**src/rtl/streamer_pkg.sv**
```systemverilog
package streamer_pkg;

    typedef enum logic [1:0] {
        SER_IDLE  = 2'd0,
        SER_START = 2'd1,
        SER_DATA  = 2'd2,
        SER_STOP  = 2'd3
    } ser_state_t;

    typedef enum logic [1:0] {
        SEQ_IDLE = 2'd0,
        SEQ_LOAD = 2'd1,
        SEQ_WAIT = 2'd2
    } seq_state_t;

endpackage

```
**src/rtl/bit_timer.sv**
```systemverilog
module bit_timer #(
    parameter int CLKS_PER_BIT = 868
) (
    input  logic clk,
    input  logic rst_n,
    input  logic run,
    output logic bit_tick
);
    localparam int CNT_W = (CLKS_PER_BIT > 2) ? $clog2(CLKS_PER_BIT) : 1;
    localparam logic [CNT_W-1:0] LAST = CNT_W'(CLKS_PER_BIT - 1);

    logic [CNT_W-1:0] cnt_q;

    // Counter restarts whenever the line is idle, so the first bit is full length.
    always_ff @(posedge clk or negedge rst_n) begin
        if (!rst_n)             cnt_q <= '0;
        else if (!run)          cnt_q <= '0;
        else if (cnt_q == LAST) cnt_q <= '0;
        else                    cnt_q <= cnt_q + CNT_W'(1);
    end

    assign bit_tick = run && (cnt_q == LAST);

    // ticks are separated by at least one cycle (bit length >= 2)
    p_tick_gap_r3: assert property (@(posedge clk) disable iff (!rst_n)
        bit_tick |=> !bit_tick);

endmodule

```
**src/rtl/frame_serializer.sv**
```systemverilog
module frame_serializer
    import streamer_pkg::*;
#(
    parameter int DATA_W = 8
) (
    input  logic              clk,
    input  logic              rst_n,
    input  logic              load,
    input  logic [DATA_W-1:0] data_in,
    input  logic              bit_tick,
    output logic              busy,
    output logic              tx
);
    localparam int IDX_W = (DATA_W > 2) ? $clog2(DATA_W) : 1;
    localparam logic [IDX_W-1:0] LAST_BIT = IDX_W'(DATA_W - 1);

    ser_state_t        state_q, state_d;
    logic [DATA_W-1:0] shift_q;
    logic [IDX_W-1:0]  idx_q;

    always_comb begin
        state_d = state_q;
        unique case (state_q)
            SER_IDLE:  if (load)                           state_d = SER_START;
            SER_START: if (bit_tick)                       state_d = SER_DATA;
            SER_DATA:  if (bit_tick && idx_q == LAST_BIT)  state_d = SER_STOP;
            SER_STOP:  if (bit_tick)                       state_d = SER_IDLE;
            default:                                       state_d = SER_IDLE;
        endcase
    end

    always_ff @(posedge clk or negedge rst_n) begin
        if (!rst_n) begin
            state_q <= SER_IDLE;
            shift_q <= '0;
            idx_q   <= '0;
        end else begin
            state_q <= state_d;
            if (state_q == SER_IDLE && load) begin
                shift_q <= data_in;
                idx_q   <= '0;
            end else if (state_q == SER_DATA && bit_tick) begin
                shift_q <= shift_q >> 1;
                idx_q   <= idx_q + IDX_W'(1);
            end
        end
    end

    always_comb begin
        busy = (state_q != SER_IDLE);
        unique case (state_q)
            SER_IDLE:  tx = 1'b1;
            SER_START: tx = 1'b0;
            SER_DATA:  tx = shift_q[0];
            SER_STOP:  tx = 1'b1;
            default:   tx = 1'b1;
        endcase
    end

    // the sequencer never loads while a frame is on the line
    p_load_free_r6: assert property (@(posedge clk) disable iff (!rst_n)
        load |-> !busy);
    // a frame opens with the line low
    p_start_low_r2: assert property (@(posedge clk) disable iff (!rst_n)
        $rose(busy) |-> (tx == 1'b0));
    // the line only moves on a bit boundary during a frame
    p_line_steady_r3: assert property (@(posedge clk) disable iff (!rst_n)
        (busy && !bit_tick) |=> $stable(tx));

endmodule

```
**src/rtl/word_sequencer.sv**
```systemverilog
module word_sequencer
    import streamer_pkg::*;
#(
    parameter int WORD_W = 32,
    parameter int BYTE_W = 8
) (
    input  logic              clk,
    input  logic              rst_n,
    input  logic [WORD_W-1:0] in_word,
    input  logic              in_valid,
    input  logic              tx_busy,
    output logic              load,
    output logic [BYTE_W-1:0] byte_out,
    output logic              stream_busy,
    output logic              drop_pulse
);
    localparam int LANES = WORD_W / BYTE_W;
    localparam int IDX_W = (LANES > 2) ? $clog2(LANES) : 1;
    localparam logic [IDX_W-1:0] LAST_LANE = IDX_W'(LANES - 1);

    seq_state_t        st_q, st_d;
    logic [WORD_W-1:0] word_q;
    logic [IDX_W-1:0]  lane_q;
    logic              drop_q;
    logic [BYTE_W-1:0] lane_bytes [LANES];

    for (genvar g = 0; g < LANES; g++) begin : g_lane
        assign lane_bytes[g] = word_q[g*BYTE_W +: BYTE_W];
    end

    always_comb begin
        st_d = st_q;
        unique case (st_q)
            SEQ_IDLE: if (in_valid) st_d = SEQ_LOAD;
            SEQ_LOAD: st_d = SEQ_WAIT;
            SEQ_WAIT: if (!tx_busy) st_d = (lane_q == LAST_LANE) ? SEQ_IDLE : SEQ_LOAD;
            default:  st_d = SEQ_IDLE;
        endcase
    end

    always_ff @(posedge clk or negedge rst_n) begin
        if (!rst_n) begin
            st_q   <= SEQ_IDLE;
            word_q <= '0;
            lane_q <= '0;
            drop_q <= 1'b0;
        end else begin
            st_q   <= st_d;
            drop_q <= in_valid && (st_q != SEQ_IDLE);
            if (st_q == SEQ_IDLE && in_valid) begin
                word_q <= in_word;
                lane_q <= '0;
            end else if (st_q == SEQ_WAIT && !tx_busy && lane_q != LAST_LANE) begin
                lane_q <= lane_q + IDX_W'(1);
            end
        end
    end

    always_comb begin
        load        = (st_q == SEQ_LOAD);
        byte_out    = lane_bytes[lane_q];
        stream_busy = (st_q != SEQ_IDLE);
        drop_pulse  = drop_q;
    end

    // a strobe during a burst is reported on the next cycle
    p_drop_r7: assert property (@(posedge clk) disable iff (!rst_n)
        (in_valid && stream_busy) |=> drop_pulse);
    // an accepted strobe opens a burst without a drop report
    p_accept_r6: assert property (@(posedge clk) disable iff (!rst_n)
        (in_valid && !stream_busy) |=> (stream_busy && !drop_pulse));
    // the byte handed over stays fixed while its frame is sent
    p_byte_held_r5: assert property (@(posedge clk) disable iff (!rst_n)
        (st_q == SEQ_WAIT) |-> $stable(byte_out));

endmodule

```
**src/rtl/word_uart_streamer.sv**
```systemverilog
module word_uart_streamer #(
    parameter int CLKS_PER_BIT = 868,
    parameter int WORD_W       = 32,
    parameter int BYTE_W       = 8
) (
    input  logic              clk,
    input  logic              rst_n,
    input  logic [WORD_W-1:0] in_word,
    input  logic              in_valid,
    output logic              tx_line,
    output logic              stream_busy,
    output logic              drop_pulse
);
    logic              ser_busy;
    logic              ser_load;
    logic              bit_tick;
    logic [BYTE_W-1:0] ser_byte;

    word_sequencer #(.WORD_W(WORD_W), .BYTE_W(BYTE_W)) u_seq (
        .clk         (clk),
        .rst_n       (rst_n),
        .in_word     (in_word),
        .in_valid    (in_valid),
        .tx_busy     (ser_busy),
        .load        (ser_load),
        .byte_out    (ser_byte),
        .stream_busy (stream_busy),
        .drop_pulse  (drop_pulse)
    );

    bit_timer #(.CLKS_PER_BIT(CLKS_PER_BIT)) u_timer (
        .clk      (clk),
        .rst_n    (rst_n),
        .run      (ser_busy),
        .bit_tick (bit_tick)
    );

    frame_serializer #(.DATA_W(BYTE_W)) u_ser (
        .clk      (clk),
        .rst_n    (rst_n),
        .load     (ser_load),
        .data_in  (ser_byte),
        .bit_tick (bit_tick),
        .busy     (ser_busy),
        .tx       (tx_line)
    );

    // an idle streamer keeps the line at the mark level
    p_idle_mark_r1: assert property (@(posedge clk) disable iff (!rst_n)
        (!stream_busy && !ser_busy) |-> tx_line);

endmodule

```
**config.mk**
```make
export PLATFORM = sky130hd
export DESIGN_NAME = word_uart_streamer
export DESIGN_NICKNAME = d
export VERILOG_FILES = /design/src/rtl/streamer_pkg.sv /design/src/rtl/bit_timer.sv /design/src/rtl/frame_serializer.sv /design/src/rtl/word_sequencer.sv /design/src/rtl/word_uart_streamer.sv
export SDC_FILE = /design/constraint.sdc
export NUM_CORES = 1
export LEC_CHECK = 0
export BUFFER_PORTS_ARGS = -buffer_cell sky130_fd_sc_hd__buf_2
export CORE_MARGIN = 1
export CORE_UTILIZATION = 30
export DETAILED_ROUTE_END_ITERATION = 10
export HOLD_SLACK_MARGIN = 0.15
export SLEW_MARGIN = 20
export SYNTH_ARGS = -nofsm -noshare
export SYNTH_HDL_FRONTEND = slang
export SYNTH_SLANG_ARGS = --single-unit
```
**constraint.sdc**
```tcl
create_clock -name clk -period 3.9 [get_ports clk]
set_clock_uncertainty 0.1 [all_clocks]
set_input_delay 0.78 -clock clk [delete_from_list [all_inputs] [get_ports clk]]
set_output_delay 0.78 -clock clk [all_outputs]
set_load 0.01 [all_outputs]
```
-- Word-level counts from Yosys, hierarchy flattened
Cells that the tools add are included.
- shift-type cells: 0
- multiply operators: 0
- equality and inequality tests: 15
- bitwise gates (word level): 1
- mux-type cells: 21
- divide/modulo/power cells: 0
- reduce and logical (&&, ||, !) cells: 18
- add/subtract/negate cells: 3
- $lt $le $gt $ge: 1
- operators with widths (cell ; number):
    2-to-1 mux 8 bit ; 4
    2-to-1 mux 10 bit ; 2
    binary-select mux 8 bit (select 2 bit) ; 1
    2-to-1 mux 2 bit ; 8
    adder 10 x 1 -> 10 bit (second input constant) ; 1
    equality test 10 bit (second input constant) ; 1
    equality test 2 bit (second input constant) ; 4
    logical AND 1 bit ; 8
    != test 2 x 1 -> 1 bit (second input constant) ; 4
    one-hot mux 2 bit (4 select lines) ; 1
    nonzero test 2 bit ; 4
    2-to-1 mux 3 bit ; 2
    != test 2 bit (second input constant) ; 3
    one-hot mux 2 bit (3 select lines) ; 1
    equality test 2 x 1 -> 1 bit (second input constant) ; 2
    zero test 2 bit ; 2
    AND reduction 4 bit ; 1
    adder 3 x 1 -> 3 bit (second input constant) ; 1
    equality test 3 bit (second input constant) ; 1
    greater-or-equal comparator 3 bit (second input constant) ; 1
    inverter 2 -> 3 bit ; 1
    one-hot mux 1 bit (3 select lines) ; 1
    adder 2 x 1 -> 2 bit (second input constant) ; 1
    AND reduction 2 bit ; 1
    other kinds (3) ; 3
- output and inout bits: 3
- bits in latches: 0
- flip-flop bits (word level): 60
- bits of input ports: 35
- bits in read-only memories: 0
- RAM bits: 0
- memories: 0

-- Depth between registers and ports, before layout
- depth in word-level cells: 6
- depth in mapped cells: 7

-- By module
Synthesis repeated with hierarchy kept, for this count alone.
- cell total of the unflattened synthesis: 221
- area, all modules: 2991.6 µm²
- modules (own cells, without submodules) (module ; times used ; area an instance (µm²) ; cells an instance ; sequential area each (µm²)):
    word_sequencer ; 1 ; 1767.9 ; 101 ; 925.9
    frame_serializer ; 1 ; 698.2 ; 68 ; 325.3
    bit_timer ; 1 ; 525.5 ; 52 ; 250.2

-- Least setup slack after synthesis
OpenSTA, ideal clock, no wires.
- path type: register to register
- start point: register u_timer.cnt_q[2]
- end point: register u_ser.shift_q[3]
- cell stages (with the launch flop): 7
- setup slack: 2014 ps
- data arrival time: 1649 ps
- clock period less this slack: 1886 ps
- path through: dfrtp_1 > clkbuf_2 > or3_4 > nor4_4 > buf_6 > mux2i_1 > a21oi_1
- longest elaborated chain between the ends: 4
- ends and longest elaborated chain (item ; line ; text):
    from (decl) ; bit_timer.sv:12 ; logic [CNT_W-1:0] cnt_q;
    from (signal assigned) ; bit_timer.sv:19 ; else cnt_q <= cnt_q + CNT_W'(1);
    equality test 10 bit ; bit_timer.sv:22 ; assign bit_tick = run && (cnt_q == LAST);
    logical AND 1 bit ; bit_timer.sv:22 ;
    logical AND 1 bit ; frame_serializer.sv:42 ; end else if (state_q == SER_DATA && bit_tick) begin
    nonzero test 2 bit (no line) ; - ;
    to (signal assigned) ; frame_serializer.sv:40 ; shift_q <= data_in;
    to (signal assigned) ; frame_serializer.sv:43 ; shift_q <= shift_q >> 1;
    to (decl) ; frame_serializer.sv:18 ; logic [DATA_W-1:0] shift_q;
No other way between the ends.
A chain may end at the register's enable or synchronous reset.

-- Final worst setup path
- start point: register u_ser.state_q[0]
- end point: register u_ser.shift_q[4]
- longest elaborated chain between the ends: 4
- ends and longest elaborated chain (item ; line ; text):
    from (decl) ; frame_serializer.sv:17 ; ser_state_t state_q, state_d;
    from (signal assigned) ; frame_serializer.sv:38 ; state_q <= state_d;
    nonzero test 2 bit ; frame_serializer.sv:50 ; busy = (state_q != SER_IDLE);
    logical AND 1 bit ; bit_timer.sv:22 ;
    logical AND 1 bit ; frame_serializer.sv:42 ;
    nonzero test 2 bit (no line) ; - ;
Parallel ways exist; a longest one is shown, timed or not.

==> results.cfg <==
[clock_network]
cts_root_buffer = clkbuf_8
cts_buffers = 9
cts_resized = 0
cts_sinks = 60
clock_latency_ps = 340
cts_htree_levels = 3
clk_pin_slew_ps = 70
postCtsSetupBuffers = 0
cts_tree = yes
clockBufferDepth = 2
hold_buffers = 0

[worst_setup_path]
r2r_end = u_ser.shift_q[4]
reg2reg_depth = 6
ff2ff_setup_slack_ps = 1420
worst_setup_path_end_kind = flop
r2r-start = u_ser.state_q[0]
path_max_fanout = 15
worstPathArrival_ps = 2590
required_ps = 4010
start_kind = flop
critPathKind = flop to flop
startpoint = u_ser.state_q[0]

[flow_run]
drv_cap = 0

[grt]
grt_max_degree = 41
grt_pass1_vias = 1850
antenna_found_initial = 0
grt_use_total = 0.119
gr-total-overflow = 0
grt_pass1_wl_um = 9030

[worst_hold_path]
hold_path.class = flop to flop
hold_path_depth = 1
min_from = u_timer.cnt_q[0]
hold_end = u_timer.cnt_q[0]

[synthesis]
ys_seq_area_frac = 0.535
synthCells = 217
syn_nets = 261
synth.area.top_cells = dfrtp_1 (54%), mux2_2 (14%), mux4_2 (6.4%)
synth_seq_cells = 60
synth.distinct_cells = 36
yosys_warnings = 0
synth_top_area_share = 0.535
avgSynthCellArea_um2 = 12.9
netlist_area_mm2 = 0.00280
yosys.area.top_type = dfrtp_1

[timing]
holdWs_ps = 401
fmax_mhz = 404
drv_slew = 0
max_slew_margin = 0.392
finalCritPeriodShare = 0.635
setup-violations-final = 0
min_period_ps = 2480
hold_violations = 0
setup_tns_ps = 0
rsz0062_at_grt = no
worstMarginPinSlew_ps = 912

[place]
place_inst = 356
hpwl_um = 3680
routabilityCongestion = 0.806
port_buffers = 37

[run_status]
outcome = finished, final reports clean

[detailed_routing]
drcViolationCount = 0
wire_per_inst_um = 13.9
drt_iter0_drc = 72
wl_um = 5170
vias = 1776
drtPass1Iterations = 4
ant_nets = 0
via_per_inst = 4.77

[power_and_ir_drop]
p_per_area_mw_per_mm2 = 730
ir_drop_uv = 379
leakagePower_uw = 0.00144

[layout]
final_layout_size_suffix_gt1_frac = 0.394
num_antenna_cells = 0
areaGrowthSynthToFinish_pct = 16.9
layout.nets = 303
final_cells = 372

[floorplan]
die_y_um = 98.7
coreArea_mm2 = 0.00889
start_util = 0.315
rows = 34
ioPinCount = 38
dieWidth_um = 98.7
die_area_mm2 = 0.00974
==> registers in the layout, indices dropped and copies added, names as in the netlist <==
name and cells:
u_ser.idx_q 3, u_ser.state_q 2, u_timer.cnt_q 10, u_ser.shift_q 8, u_seq.word_q 32, u_seq.st_q 2, u_seq.drop_pulse 1, u_seq.lane_q 2
==> critical path, stage by stage (launching register included) <==
cell and delay, ps:
dfrtp_1 390, inv_1 100, ha_1 350, nand2b_1 240
nor4_4 620, a21oi_1 210, a221o_1 340
==> cell usage after synthesis, drive strengths merged <==
master   count
dfrtp       60
mux2        36
nor2        21
nand2       11
ha           9
inv          8
mux4         8
a21oi        6
xnor2        6
buf          5
nand3        5
clkbuf       4
mux2i        4
nand2b       4
a221o        3
a22o         3
and3         3
o21ai        3
nor3         2
nor4         2
xor2         2
a2111oi      1
a21o         1
a31oi        1
and2         1
nand4        1
nand4b       1
nor2b        1
o211ai       1
o21bai       1
o22ai        1
or2          1
or3          1
==> metal layers <==
layer,track usage,share of wire,up-vias
li1,-,-,856
met1,0.159,0.49,876
met2,0.178,0.45,37
met3,0.0397,0.050,7
met4,0.0448,0.013,0
met5,0,0,-
==> cells by family after synthesis <==
kind of cell,count (synthesis),synth area share
multiplexers,48,0.223
flip-flops,60,0.535
XOR/XNOR,8,0.0250
buffers and inverters,17,0.0277
adder cells (fa/ha/maj),9,0.0402
AO/OA/AOI/OAI,21,0.0518
AND/OR/NAND/NOR,54,0.0968
==> report_power, final <==
| group | switching (uW) | total [uW] | internal [uW] |
|---|---|---|---|
| clock network | 266 | 498 | 232 |
| registers | 195 | 1080 | 885 |
| logic | 341 | 816 | 475 |
| total | 802 | 2390 | 1590 |
==> placed cells by master (no fill, tap or decap), types with 2 or more instances in the layout <==
cell type	n
nand3_1	5
o21ai_0	3
xnor2_1	6
clkinvlp_4	4
a221o_1	3
inv_1	8
nor2_1	20
buf_2	37
buf_4	3
dfrtp_1	60
clkbuf_8	9
a22o_1	3
and3_1	3
nand2b_1	4
nand2_1	11
nor3_1	2
a21oi_1	6
mux2_2	36
mux4_2	8
mux2i_1	4
ha_1	9
xor2_1	2
==> worst max-delay path by stage <==
stage	cells past startpoint	slack, ps	endpoint
floorplan	6	2010	u_ser.shift_q[3]
global placement	6	1570	u_ser.shift_q[2]
detailed placement	6	1420	u_ser.shift_q[2]
CTS	6	1420	u_ser.shift_q[4]
global route	6	1240	u_ser.shift_q[4]
finish	6	1420	u_ser.shift_q[4]
==> final cells by class <==
class	instances	area, um^2
Clock buffer	9	124
Clock inverter	7	52.6
Fill cell	870	5610
Inverter	8	30.0
Multi-Input combinational cell	140	1230
Sequential cell	60	1500
Tap cell	108	135
Timing Repair Buffer	40	208
==> through the flow <==
step / utilization / instance area (um^2) / power [uW] / worst slack [ps]
after floorplan: - / 2800 / 1710 / 2010
after global placement: 0.349 / 3100 / 1890 / 1570
after detailed placement: 0.349 / 3100 / 1920 / 1420
after CTS: 0.369 / 3280 / 2430 / 1420
after global routing: 0.369 / 3280 / 2580 / 1240
final: 0.369 / 3280 / 2390 / 1420
Power figures use the tool's default switching activity.
